`config.mk`:
```
export PLATFORM = sky130hd
export DESIGN_NAME = moore5_top
export DESIGN_NICKNAME = d
export VERILOG_FILES = /design/src/rtl/moore5_pkg.sv /design/src/rtl/moore5_sel.sv /design/src/rtl/moore5_reg.sv /design/src/rtl/moore5_top.sv
export SDC_FILE = /design/constraint.sdc
export NUM_CORES = 1
export LEC_CHECK = 0
export ABC_AREA = 1
export BUFFER_PORTS_ARGS = -buffer_cell sky130_fd_sc_hd__clkbuf_2
export CAP_MARGIN = 20
export CORE_AREA = 5 5 42 44
export CTS_CLUSTER_SIZE = 8
export DETAILED_ROUTE_END_ITERATION = 7
export DIE_AREA = 0 0 47 49
export GPL_TIMING_DRIVEN = 1
export PLACE_DENSITY = 0.35
export SYNTH_ARGS = -nofsm -noshare
export SYNTH_HDL_FRONTEND = slang
export SYNTH_SLANG_ARGS = --single-unit
```
`constraint.sdc`:
```
create_clock -name clk_i -period 1.1 [get_ports clk_i]
set_input_delay 0.22 -clock clk_i [delete_from_list [all_inputs] [get_ports clk_i]]
set_output_delay 0.22 -clock clk_i [all_outputs]
set_load 0.1 [all_outputs]
```
`src/rtl/moore5_pkg.sv`:
```
package moore5_pkg;
   // Legal state codes; the order matters because the table is indexed by them
   localparam int ST_IDLE = 0;
   localparam int ST_ARM  = 1;
   localparam int ST_HIT  = 2;
   localparam int ST_PEAK = 3;
   localparam int ST_ECHO = 4;

   // Next state for a row of the table; unused rows fall back to idle
   function automatic int row_next(input int row, input bit b);
      case (row)
         ST_IDLE: return b ? ST_ARM  : ST_IDLE;
         ST_ARM:  return b ? ST_HIT  : ST_ARM;
         ST_HIT:  return b ? ST_PEAK : ST_ARM;
         ST_PEAK: return b ? ST_IDLE : ST_ECHO;
         ST_ECHO: return b ? ST_HIT  : ST_ARM;
         default: return ST_IDLE;
      endcase
   endfunction

   // Moore output for a row of the table
   function automatic bit row_flag(input int row);
      return (row == ST_HIT) || (row == ST_ECHO);
   endfunction
endpackage

```
`src/rtl/moore5_sel.sv`:
```
module moore5_sel #(
   parameter int W    = 1,
   parameter int SW   = 3,
   parameter int IMPL = 0
) (
   input  logic [(2**SW)*W-1:0] tbl_i,
   input  logic [SW-1:0]        sel_i,
   output logic [W-1:0]         y_o
);
   localparam int N = 2**SW;

   if (W < 1 || SW < 1) begin : g_bad
      $error("moore5_sel: W and SW must be positive");
   end

   if (IMPL == 0) begin : g_index
      assign y_o = tbl_i[W*int'(sel_i) +: W];
   end else begin : g_scan
      always_comb begin
         y_o = '0;
         for (int k = 0; k < N; k++) begin
            if (int'(sel_i) == k) y_o = tbl_i[k*W +: W];
         end
      end
   end
endmodule

```
`src/rtl/moore5_reg.sv`:
```
module moore5_reg #(
   parameter int W       = 3,
   parameter int RST_VAL = 0
) (
   input  logic         clk_i,
   input  logic         rst_i,
   input  logic [W-1:0] d_i,
   output logic [W-1:0] q_o
);
   always_ff @(posedge clk_i) begin
      if (rst_i) q_o <= W'(RST_VAL);
      else       q_o <= d_i;
   end
endmodule

```
`src/rtl/moore5_top.sv`:
```
module moore5_top
   import moore5_pkg::*;
#(
   parameter int CODE_W   = 3,
   parameter int SEL_IMPL = 0
) (
   input  logic              clk_i,
   input  logic              rst_i,
   input  logic              bit_i,
   output logic [CODE_W-1:0] code_o,
   output logic              flag_o
);
   localparam int ROWS  = 2**CODE_W;
   localparam int PAIRW = 2*CODE_W;

   if (CODE_W < 3 || CODE_W > 5) begin : g_bad_w
      $error("moore5_top: CODE_W must lie in 3..5");
   end

   logic [ROWS*PAIRW-1:0] nxt_tbl;
   logic [ROWS-1:0]       flg_tbl;
   logic [PAIRW-1:0]      nxt_pair;
   logic [CODE_W-1:0]     nxt_code;

   // Tables are computed from the package functions, one row per code
   for (genvar r = 0; r < ROWS; r++) begin : g_row
      assign nxt_tbl[r*PAIRW +: PAIRW] = {CODE_W'(row_next(r, 1'b1)),
                                          CODE_W'(row_next(r, 1'b0))};
      assign flg_tbl[r] = row_flag(r);
   end

   moore5_sel #(.W(PAIRW), .SW(CODE_W), .IMPL(SEL_IMPL)) u_nxt_sel (
      .tbl_i (nxt_tbl),
      .sel_i (code_o),
      .y_o   (nxt_pair)
   );

   assign nxt_code = bit_i ? nxt_pair[PAIRW-1:CODE_W] : nxt_pair[CODE_W-1:0];

   moore5_reg #(.W(CODE_W), .RST_VAL(ST_IDLE)) u_state (
      .clk_i (clk_i),
      .rst_i (rst_i),
      .d_i   (nxt_code),
      .q_o   (code_o)
   );

   moore5_sel #(.W(1), .SW(CODE_W), .IMPL(SEL_IMPL)) u_flg_sel (
      .tbl_i (flg_tbl),
      .sel_i (code_o),
      .y_o   (flag_o)
   );
endmodule

```
== Yosys cells after proc, flatten, opt, wreduce, memory -nomap -nowiden ==
Index checks and enable logic that the tools add are counted.
Widths: inputs -> output; s select.

* $mul: 1
* Shift operators: 2
* Muxes and demuxes: 1

{| class="wikitable"
|+ Operator list
! cell !! number
|-
| $shiftx 48x32->6 const A || 1
|-
| $shiftx 8x4->1 const A || 1
|-
| $mul 2x3->5 const A || 1
|-
| $mux 3 || 1
|}

* Logic and storage cells: 5
* Flip-flop bits (word level): 3
* Output and inout port bits: 4
* Input port bits: 3

== Logic depth before layout (Yosys ltp) ==
Gate-level depths: netlist (run 1).

* Depth after elaboration: 3
* Gate-level depth with buffers: 6
* Gate-level depth less buffers: 6

== Hierarchy ==
A second synthesis (run 1) with hierarchy kept.

* Cells, all modules: 209
* Area, all modules: 903.4 um^2

{| class="wikitable"
|+ By module, submodules not included
! module !! sequential area each (um^2) !! cells an instance !! area an instance (um^2) !! instances
|-
| moore5_sel at u_nxt_sel || 0.0 || 160 || 665.6 || 1
|-
| moore5_sel at u_flg_sel || 0.0 || 28 || 110.1 || 1
|-
| moore5_reg || 60.1 || 9 || 82.6 || 1
|-
| moore5_top || 0.0 || 12 || 45.0 || 1
|}

== Worst setup path before layout (run 1) ==
No wires, ideal clock.

* Kind: reg-to-output
* Start point: register u_state.q_o[0]
* End point: output port flag_o
* Data required time: 0.880 ns
* Path slack: -1.141 ns
* Buffers on the path: 0
* Arrival time: 2.021 ns
* Cell stages (with the launch flop): 5
* Cells stage by stage: dfxtp_1 inv_1 ha_1 nand2_1 nand2_1

* Longest elaborated chain between the ends: 1

{| class="wikitable"
|+ Ends and longest elaborated chain
! element !! RTL line !! RTL
|-
| start: declaration || moore5_reg.sv:8 || <nowiki>output logic [W-1:0] q_o</nowiki>
|-
| start signal: assignment || moore5_reg.sv:11 || <nowiki>if (rst_i) q_o <= W'(RST_VAL);</nowiki>
|-
| start signal: assignment || moore5_reg.sv:12 || <nowiki>else q_o <= d_i;</nowiki>
|-
| $shiftx 8x4->1 || moore5_sel.sv:17 || <nowiki>assign y_o = tbl_i[W*int'(sel_i) +: W];</nowiki>
|-
| end: declaration || moore5_top.sv:11 || <nowiki>output logic flag_o</nowiki>
|}

Every way passes these cells.

== Worst setup path in the final report (run 1) ==
* Start point: register u_state.q_o[1]
* End point: output port flag_o

Same word-level chain as after synthesis.

==> results.py, run 1 <==
metrics = {
    "timing": {
        "fin_skew_ps": 0.7534,
        "setup_viol": 3,
        "relSlewSlack_pct": 93.20,
        "period_needed_ps": 1288,
        "grt_setup_unrepaired": "true",
        "fmax_ghz": 0.7766,
        "hold_ws_ps": 250.5,
        "hold_viol": 0,
        "max_slew.worst_pin.slew_ps": 102.0,
        "fin_crit_sh_pct": 117.1,
        "tns_ps": -386.3,
        "setup_slack_ps": -187.7,
        "maxSlewViolCount": 0,
    },
    "final_layout": {
        "fin_nets": 44,
        "antenna_cells": 0,
        "reg_top3": "u_state.q_o x3",
        "largest_register_ff_count": 3,
        "final_area_um2": 409.1,
        "final_cells": 54,
        "drive_gt1_share_pct": 71.05,
        "top_register": "u_state.q_o",
        "final_cell_mix": "nand2_1 (4), buf_12 (4), buf_4 (4)",
        "syn2layout_area_growth_pct": 157.5,
        "nFillCells": 156,
        "post-route-util_pct": 29.20,
    },
    "route": {
        "finalWirelength_um": 424,
        "drc": 0,
        "ant_nets": 0,
        "drt-initial-drc-count": 5,
        "wl_per_cell_um": 7.852,
        "dr.pass1.iters": 4,
        "route.vias.total": 195,
        "vias_per_cell": 3.611,
    },
    "synth": {
        "synthCells": 23,
        "synth-seq-cells": 3,
        "synth_area_um2": 158.9,
        "synth.avg_cell_area_um2": 6.909,
        "ys_warn_count": 0,
        "synth_cell_types": 9,
        "synth_fp_nets": 28,
        "seq_area_frac_synth_pct": 37.80,
    },
    "grt": {
        "antenna_found_initial": 0,
        "grt_pass1_wl_um": 683,
        "grt_util_met1_pct": 3.493,
        "grt_max_degree": 5,
        "busiest_layer": "met2",
        "overflow": 0,
        "use_met2_pct": 6.787,
        "use_met3_pct": 2.214,
        "grt_pass1_vias": 204,
        "track_usage_pct": 4.498,
    },
    "worst_setup_path": {
        "criticalPathCategory": "reg -> out",
        "cp_top_family": "flip-flops",
        "crit_chain": "inv_2, ha_4, nand2_4, nand2_8, buf_12",
        "endpoint_kind": "output pin",
        "max_stage_delay_ps": 360,
        "slowest_stage": "dfxtp_4",
        "crit_fanout": 3,
        "critPathBufInv": 2,
        "required_ps": 880,
        "worst_ep_arrival_time_ps": 1070,
        "worstSetupStartpointType": "register",
    },
    "power_and_ir_drop": {
        "leakage_nw": 0.1778,
        "power_density_mw_per_mm2": 1202,
        "pwr-share-clk_pct": 37.8,
        "ir_drop_v": 0.0005600,
        "p_int_mw": 0.3267,
        "p_sw_share_pct": 33.55,
        "p_switching_mw": 0.1650,
        "seqPwrFrac_pct": 24.6,
        "p_comb_share_pct": 37.6,
    },
    "die": {
        "rows": 14,
        "ios": 7,
        "start_util_pct": 11.34,
        "fp.dieH_um": 49,
        "dieArea_mm2": 0.002303,
        "core-area_mm2": 0.001401,
        "die_w_um": 47,
    },
    "run_status": {
        "violations": "negative setup slack",
        "status": "finished with violations",
    },
    "cts": {
        "cts_tree": "yes",
        "cts.clk_slew.worst_paths_ps": 30,
        "clk_path_buf_depth": 2,
        "cts.sinks": 3,
        "clk_root_buffer_cell": "clkbuf_4",
        "cts_buffers": 3,
        "clock_latency_ps": 230,
        "h-tree-depth": 1,
    },
    "place": {
        "dp_cells": 46,
        "port_buffers": 6,
        "placed_cell_area_um2": 349.1,
        "gp_congestion": 0.7391,
        "dp_hpwl_um": 342.4,
    },
    "min_path": {
        "hold_path.class": "in -> reg",
    },
    "job": {
        "drv_cap": 0,
    },
}
[synthesized netlist by cell type (all sizes together)]
library cell | number | area (um2)
inv | 4 | 15.01
nand2 | 8 | 30.03
nand3 | 2 | 10.01
nor2 | 3 | 13.77
ha | 2 | 25.02
dfxtp | 3 | 60.06
a21oi | 1 | 5.000
[per-layer routing]
metal	wire length, um	vias to the layer above
met2	234	6
met4	0	0
met5	0	-
met3	21	0
li1	-	101
met1	169	88
[final timing paths]
kind	startpoint	to	slack (ps)	depth (start not counted)
setup / recovery	u_state.q_o[1]	flag_o	-190	5
hold / removal	bit_i	u_state.q_o[1]	250	3
setup reg to reg	u_state.q_o[1]	u_state.q_o[0]	110	7
hold reg to reg	u_state.q_o[0]	u_state.q_o[2]	500	2
[stage by stage]
step / power [mW] / setup slack [ps]
after floorplan: 0.2362 / -121.8
after global placement: 0.2903 / 21.11
after detailed placement: 0.2911 / 15.01
after CTS: 0.4972 / -205.6
after global routing: 0.5318 / -233.0
final: 0.4917 / -187.7
[cell families after synthesis]
group / share of synthesized area [%]
fa+ha+maj: 15.75
compound gates: 3.147
flops: 37.80
simple gates: 33.86
buf+inv: 9.446
[layout make-up]
| cell class | instances | area [um2] | area share [%] |
|---|---|---|---|
| Timing Repair Buffer | 11 | 131.4 | 32.11 |
| Clock buffer | 4 | 26.28 | 6.422 |
| Multi-Input combinational cell | 16 | 142.6 | 34.86 |
| Tap cell | 16 | 20.02 | 4.893 |
| Sequential cell | 3 | 71.32 | 17.43 |
| Inverter | 4 | 17.52 | 4.281 |
[power groups by stage]
stage,clock [mW],combinational [mW],sequential [mW]
after floorplan,0,0.0671,0.169
after global placement,0,0.165,0.126
after detailed placement,0,0.165,0.126
after CTS,0.198,0.178,0.121
after global routing,0.216,0.194,0.122
final,0.186,0.185,0.121
[worst reg2reg max path: cells and delay by family (launching register included)]
kind,cells,cell delay [ps]
adder cells (fa/ha/maj),1,150
buffers and inverters,2,150
flip-flops,1,360
AND/OR/NAND/NOR,4,210
[timing repair]
| action | 4_1_cts | 5_1_grt |
|---|---|---|
| hold buffers | 0 | 0 |
| setup buffers | 3 | 1 |
| gates resized for setup | 0 | 1 |
| hold endpoints to repair | 0 | 0 |
| setup endpoints to repair | 2 | 3 |
| pin swaps | 2 | 0 |
(Power assumes the default switching activity.)
==> run 2: changes to the inputs <==
- BUFFER_PORTS_ARGS: -buffer_cell sky130_fd_sc_hd__clkbuf_2 -> unset
- DONT_BUFFER_PORTS: unset -> 1
- GPL_ROUTABILITY_DRIVEN: unset -> 0
- PLACE_DENSITY: 0.35 -> 0.3
==> run 2 against run 1 <==
Against the previous run:
- the flow still finishes with violations (negative setup slack)
- via count is 12% lower
- critical path depth is 1 lower
- power is 6.5% lower
- count of clock-buffer cells in the layout stayed put
- sequential share of layout area is 4.2 points higher
- hold slack worse by 150 ps
- global-route usage is 0.28 points higher
- clock power hardly changed
- first-iteration DRC count is 100% lower
- combinational power is 20% lower
- largest cell class unchanged
- critical endpoint unchanged
- setup slack better by 40 ps
- final cell count is 11% lower
- highest routed layer is now met4
==> results.py, run 2 (synthesis gave the netlist of run 1 again) <==
metrics = {
    "final_layout": {
        "final_cells": 48,
        "largest_register_ff_count": 3,
        "syn2layout_area_growth_pct": 107.9,
        "nFillCells": 167,
        "post-route-util_pct": 23.57,
        "fin_nets": 38,
        "drive_gt1_share_pct": 65.63,
        "antenna_cells": 0,
        "seqCellArea_um2": 71.32,
        "final_cell_mix": "nand2_1 (4), buf_4 (4), clkbuf_4 (3), dfxtp_4 (3)",
        "multiInputGateArea_um2": 142.6,
        "top_register": "u_state.q_o",
        "reg_top3": "u_state.q_o x3",
        "final_area_um2": 330.3,
    },
    "route": {
        "dr.pass1.iters": 1,
        "ant_nets": 0,
        "m1WireLength_um": 136,
        "drt-initial-drc-count": 0,
        "route.top_layer_used": "met4",
        "wl_per_cell_um": 8.042,
        "finalWirelength_um": 386,
        "route.vias.total": 171,
        "wl_met2_um": 210,
        "drc": 0,
        "vias_per_cell": 3.563,
        "wl_met3_um": 22,
    },
    "power_and_ir_drop": {
        "power_density_mw_per_mm2": 1392,
        "ir_drop_v": 0.0005185,
        "leakage_nw": 0.1397,
        "total_power_mw": 0.4597,
    },
    "die": {
        "rows": 14,
        "dieArea_mm2": 0.002303,
        "ios": 7,
        "core-area_mm2": 0.001401,
        "start_util_pct": 11.34,
        "fp.dieH_um": 49,
        "die_w_um": 47,
    },
    "cts": {
        "cts_tree": "yes",
        "clk_root_buffer_cell": "clkbuf_4",
        "cts.sinks": 3,
        "cts_buffers": 3,
        "clk_path_buf_depth": 2,
        "cts.clk_slew.worst_paths_ps": 40,
        "h-tree-depth": 1,
        "clock_latency_ps": 230,
    },
    "timing": {
        "fmax_ghz": 0.8015,
        "max_slew.worst_pin.slew_ps": 278.7,
        "period_needed_ps": 1248,
        "fin_skew_ps": 1.842,
        "fin_crit_sh_pct": 113.4,
        "relSlewSlack_pct": 81.57,
        "hold_viol": 0,
        "setup_slack_ps": -147.7,
        "tns_ps": -162.5,
        "maxSlewViolCount": 0,
        "grt_setup_unrepaired": "true",
        "setup_viol": 3,
    },
    "worst_setup_path": {
        "crit_fanout": 3,
        "crit_chain": "inv_6, ha_4, nand2_4, nand2_8",
        "slowest_stage": "dfxtp_4",
        "criticalPathCategory": "reg -> out",
        "worstSetupStartpointType": "register",
        "endpoint_kind": "output pin",
        "required_ps": 880,
        "max_stage_delay_ps": 350,
        "worst_ep_arrival_time_ps": 1030,
    },
    "place": {
        "port_buffers": 0,
        "placed_cell_area_um2": 274.0,
        "dp_hpwl_um": 335.9,
        "dp_cells": 42,
    },
    "grt": {
        "overflow": 0,
        "antenna_found_initial": 0,
        "grt_pass1_wl_um": 696,
        "track_usage_pct": 4.779,
        "grt_max_degree": 5,
        "grt_pass1_vias": 176,
    },
    "run_status": {
        "status": "finished with violations",
        "violations": "negative setup slack",
    },
    "job": {
        "drv_cap": 0,
    },
    "min_path": {
        "hold_path.class": "in -> reg",
    },
}
run 2: per-stage QoR:
stage	hold WS [ps]	setup WS, ps
floorplan	332.9	-121.8
global placement	350.3	96.49
detailed placement	347.3	92.42
CTS	98.84	-161.0
global route	100.3	-191.3
finish	104.2	-147.7
run 2: final timing paths:
| kind | startpoint | slack [ps] | cells after the start | end |
|---|---|---|---|---|
| worst min register to register | u_state.q_o[0] | 500 | 2 | u_state.q_o[2] |
| worst min-delay path | bit_i | 100 | 2 | u_state.q_o[1] |
| worst max register to register | u_state.q_o[1] | 90 | 7 | u_state.q_o[0] |
| worst max-delay path | u_state.q_o[0] | -150 | 4 | flag_o |
run 2: per-layer routing:
layer	global-route usage, %	vias up
met3	2.214	2
met2	6.335	6
met4	6.912	0
met1	4.148	76
li1	-	87
met5	0	-
run 2: layout make-up:
type                    count  area share [%]
well taps                  16           6.061
clock buffers               4           7.955
repair buffers              5           15.15
flip-flops and latches      3           21.59
multi-input cells          16           43.18
inverters                   4           6.061
run 2: worst max-delay path, delay by kind of cell (launching register included):
kind / cells / cell delay, ps
buffers and inverters: 1 / 70
adders and majority gates: 1 / 140
and+or+nand+nor: 2 / 240
DFF: 1 / 350
run 2: where the power goes:
part | switching (mW) | internal, mW
combinational | 0.0981 | 0.0503
sequential | 0.00893 | 0.113
clock | 0.0534 | 0.136
run 2: what timing repair did:
| item | CTS | global route |
|---|---|---|
| pin swaps | 0 | 3 |
| cloned | 0 | 0 |
| endpoints found under the setup margin | 4 | 3 |
| resized for setup | 1 | 3 |
| hold buffers | 0 | 0 |
| setup buffers | 0 | 2 |
==> run 3: changes to the inputs <==
- ABC_AREA: 1 -> unset
- PLACE_DENSITY: 0.3 -> 0.31
==> run 3 against run 2 <==
Against the previous run:
- the run still ends with negative setup slack left
- register-to-register slack worse by 190 ps
- die area stayed put
- largest power group unchanged
- clock skew hardly changed
- sequential share of layout area is 2.1 points lower
- setup slack worse by 98 ps
- power is 3.7% higher
- combinational power is 9% higher
- critical endpoint unchanged
- maximum frequency is 7.3% lower
==> results.py, run 3 <==
metrics = {
    "worst_setup_path": {
        "max_stage_delay_ps": 340,
        "r2r_slack_ps": -100,
        "crit_fanout": 3,
        "worst_ep_arrival_time_ps": 1130,
        "criticalPathCategory": "reg -> out",
        "crit_chain": "inv_4, ha_4, inv_2, o21ai_4, buf_12",
        "endpoint_kind": "output pin",
        "r2r_start": "u_state.q_o[1]",
        "worstSetupStartpointType": "register",
        "cp_top_family": "flip-flops",
        "rr_worst_depth": 6,
        "r2r_end": "u_state.q_o[0]",
        "critPathBufInv": 3,
        "required_ps": 880,
        "slowest_stage": "dfxtp_4",
    },
    "cts": {
        "clk_path_buf_depth": 2,
        "cts.clk_slew.worst_paths_ps": 40,
        "hold_buffers": 0,
        "clock_latency_ps": 230,
        "h-tree-depth": 1,
        "clk_root_buffer_cell": "clkbuf_4",
        "cts.sinks": 3,
        "cts_tree": "yes",
        "cts_buffers": 3,
    },
    "synth": {
        "synth_top_area_share_pct": 36.92,
        "synth_top_cells_by_area": "dfxtp_1 (37%), ha_1 (15%), inv_1 (9.2%)",
        "synth_edf_count": 0,
        "synth_top_area_cell": "dfxtp_1",
        "synth-seq-cells": 3,
        "seq_area_frac_synth_pct": 36.92,
        "synth_cell_types": 10,
        "ys.flop_type": "dfxtp_1",
        "synth_most_common_cell": "inv_1",
        "async_reset_ff_share_pct": 0,
        "synthCells": 18,
        "synth.avg_cell_area_um2": 9.036,
        "yosys-top-cells-count": "inv_1 (4), dfxtp_1 (3), ha_1 (2), o21ai_0 (2), or3_1 (2)",
        "synth_fp_nets": 23,
        "ys_warn_count": 0,
        "synth_area_um2": 162.7,
    },
    "place": {
        "port_buffers": 0,
    },
    "power_and_ir_drop": {
        "p_int_mw": 0.3075,
        "leakage_nw": 0.1426,
        "p_sw_share_pct": 35.52,
        "p_switching_mw": 0.1694,
        "p_comb_share_pct": 33.9,
        "ir_drop_v": 0.0008383,
        "pwr-share-clk_pct": 40.0,
        "power_density_mw_per_mm2": 1305,
        "seqPwrFrac_pct": 26.1,
    },
    "final_layout": {
        "largest_register_ff_count": 3,
        "final_cell_mix": "clkbuf_4 (3), dfxtp_4 (3)",
        "syn2layout_area_growth_pct": 124.6,
        "fin_nets": 34,
        "top_register": "u_state.q_o",
        "post-route-util_pct": 26.07,
        "reg_top3": "u_state.q_o x3",
        "drive_gt1_share_pct": 78.57,
        "antenna_cells": 0,
    },
    "timing": {
        "hold_ws_ps": 46.11,
        "relSlewSlack_pct": 82.15,
        "setup_viol": 2,
        "fin_crit_sh_pct": 122.3,
        "fmax_ghz": 0.7432,
        "setup_slack_ps": -245.5,
        "grt_setup_unrepaired": "true",
        "maxSlewViolCount": 0,
        "fin_skew_ps": 2.255,
        "hold_viol": 0,
        "max_slew.worst_pin.slew_ps": 260.4,
        "period_needed_ps": 1346,
    },
    "die": {
        "ios": 7,
        "rows": 14,
        "die_w_um": 47,
        "start_util_pct": 11.61,
        "dieArea_mm2": 0.002303,
        "fp.dieH_um": 49,
        "core-area_mm2": 0.001401,
    },
    "route": {
        "wl_per_cell_um": 10.23,
        "drc": 0,
        "drt-initial-drc-count": 1,
        "vias_per_cell": 3.614,
        "dr.pass1.iters": 2,
        "finalWirelength_um": 450,
        "ant_nets": 0,
        "route.vias.total": 159,
    },
    "job": {
        "drv_cap": 0,
    },
    "grt": {
        "track_usage_pct": 5.415,
        "overflow": 0,
        "grt_pass1_wl_um": 821,
        "grt_pass1_vias": 183,
        "grt_max_degree": 5,
        "antenna_found_initial": 0,
    },
    "min_path": {
        "hp-start": "bit_i",
        "whs_endpoint": "u_state.q_o[2]",
        "hold_path.class": "in -> reg",
        "whs_path_depth": 1,
    },
    "run_status": {
        "status": "finished with violations",
        "violations": "negative setup slack",
    },
}
[run 3: how the worst max path moves through the flow]
| stage | start | to | slack, ps | cells after the start |
|---|---|---|---|---|
| after floorplan | u_state.q_o[1] | flag_o | -400 | 3 |
| after global placement | u_state.q_o[1] | flag_o | -40 | 5 |
| after detailed placement | u_state.q_o[1] | u_state.q_o[0] | -40 | 5 |
| after CTS | u_state.q_o[0] | flag_o | -250 | 5 |
| after global routing | u_state.q_o[0] | flag_o | -290 | 5 |
| final | u_state.q_o[0] | flag_o | -250 | 5 |
[run 3: final cells by class]
cell class                 instances  area (um2)
fill                             158        1036
multi-input combinational         11       150.1
timing repair buffer               6       77.57
sequential                         3       71.32
clock buffer                       4       26.28
inverter                           4       20.02
tap                               16       20.02
[run 3: logic make-up (layout without fill, tap and decap cells)]
| logic type | count (synthesis) | after routing | share of synthesized area, % |
|---|---|---|---|
| buffers and inverters | 4 | 14 | 9.228 |
| adders and majority gates | 2 | 2 | 15.38 |
| AOI/OAI and AO/OA | 3 | 3 | 10.77 |
| muxes | 1 | 1 | 6.154 |
| and+or+nand+nor | 5 | 5 | 21.54 |
| DFF | 3 | 3 | 36.92 |
[run 3: power by group through the flow]
| stage | combinational [mW] | clock (mW) | sequential (mW) |
|---|---|---|---|
| 2_1_floorplan | 0.0527 | 0 | 0.175 |
| 3_3_place_gp | 0.138 | 0 | 0.125 |
| 3_5_place_dp | 0.138 | 0 | 0.125 |
| 4_1_cts | 0.161 | 0.198 | 0.125 |
| 5_1_grt | 0.172 | 0.214 | 0.127 |
| 6_report | 0.162 | 0.191 | 0.124 |
[run 3: routing by layer]
| metal | global-route usage (%) | up-vias | wire length, um | share of wire, % |
|---|---|---|---|---|
| met1 | 4.158 | 72 | 167 | 37 |
| met4 | 2.765 | 0 | 0 | 0 |
| met3 | 5.535 | 0 | 52 | 12 |
| met2 | 8.371 | 7 | 230 | 51 |
| li1 | - | 80 | - | - |
| met5 | 0 | - | 0 | 0 |
[run 3: repair_timing]
action	CTS	global route
pin swaps	1	0
cloned	0	0
resized for setup	10	0
setup endpoints to repair	4	3
setup buffers	1	0
[run 3: per-stage QoR]
| step | TNS (ps) | power [mW] | worst slack, ps | cell area, um2 | cells |
|---|---|---|---|---|---|
| 6_report | -346.7 | 0.4768 | -245.5 | 365.4 | 44 |
| 2_1_floorplan | -772.2 | 0.2275 | -400.1 | 202.7 | 18 |
| 3_3_place_gp | -63.31 | 0.2628 | -37.57 | 285.3 | 39 |
| 3_5_place_dp | -68.09 | 0.2627 | -37.61 | 285.3 | 39 |
| 5_1_grt | -463.5 | 0.5128 | -293.2 | 365.4 | 44 |
| 4_1_cts | -355.0 | 0.4839 | -254.3 | 365.4 | 44 |
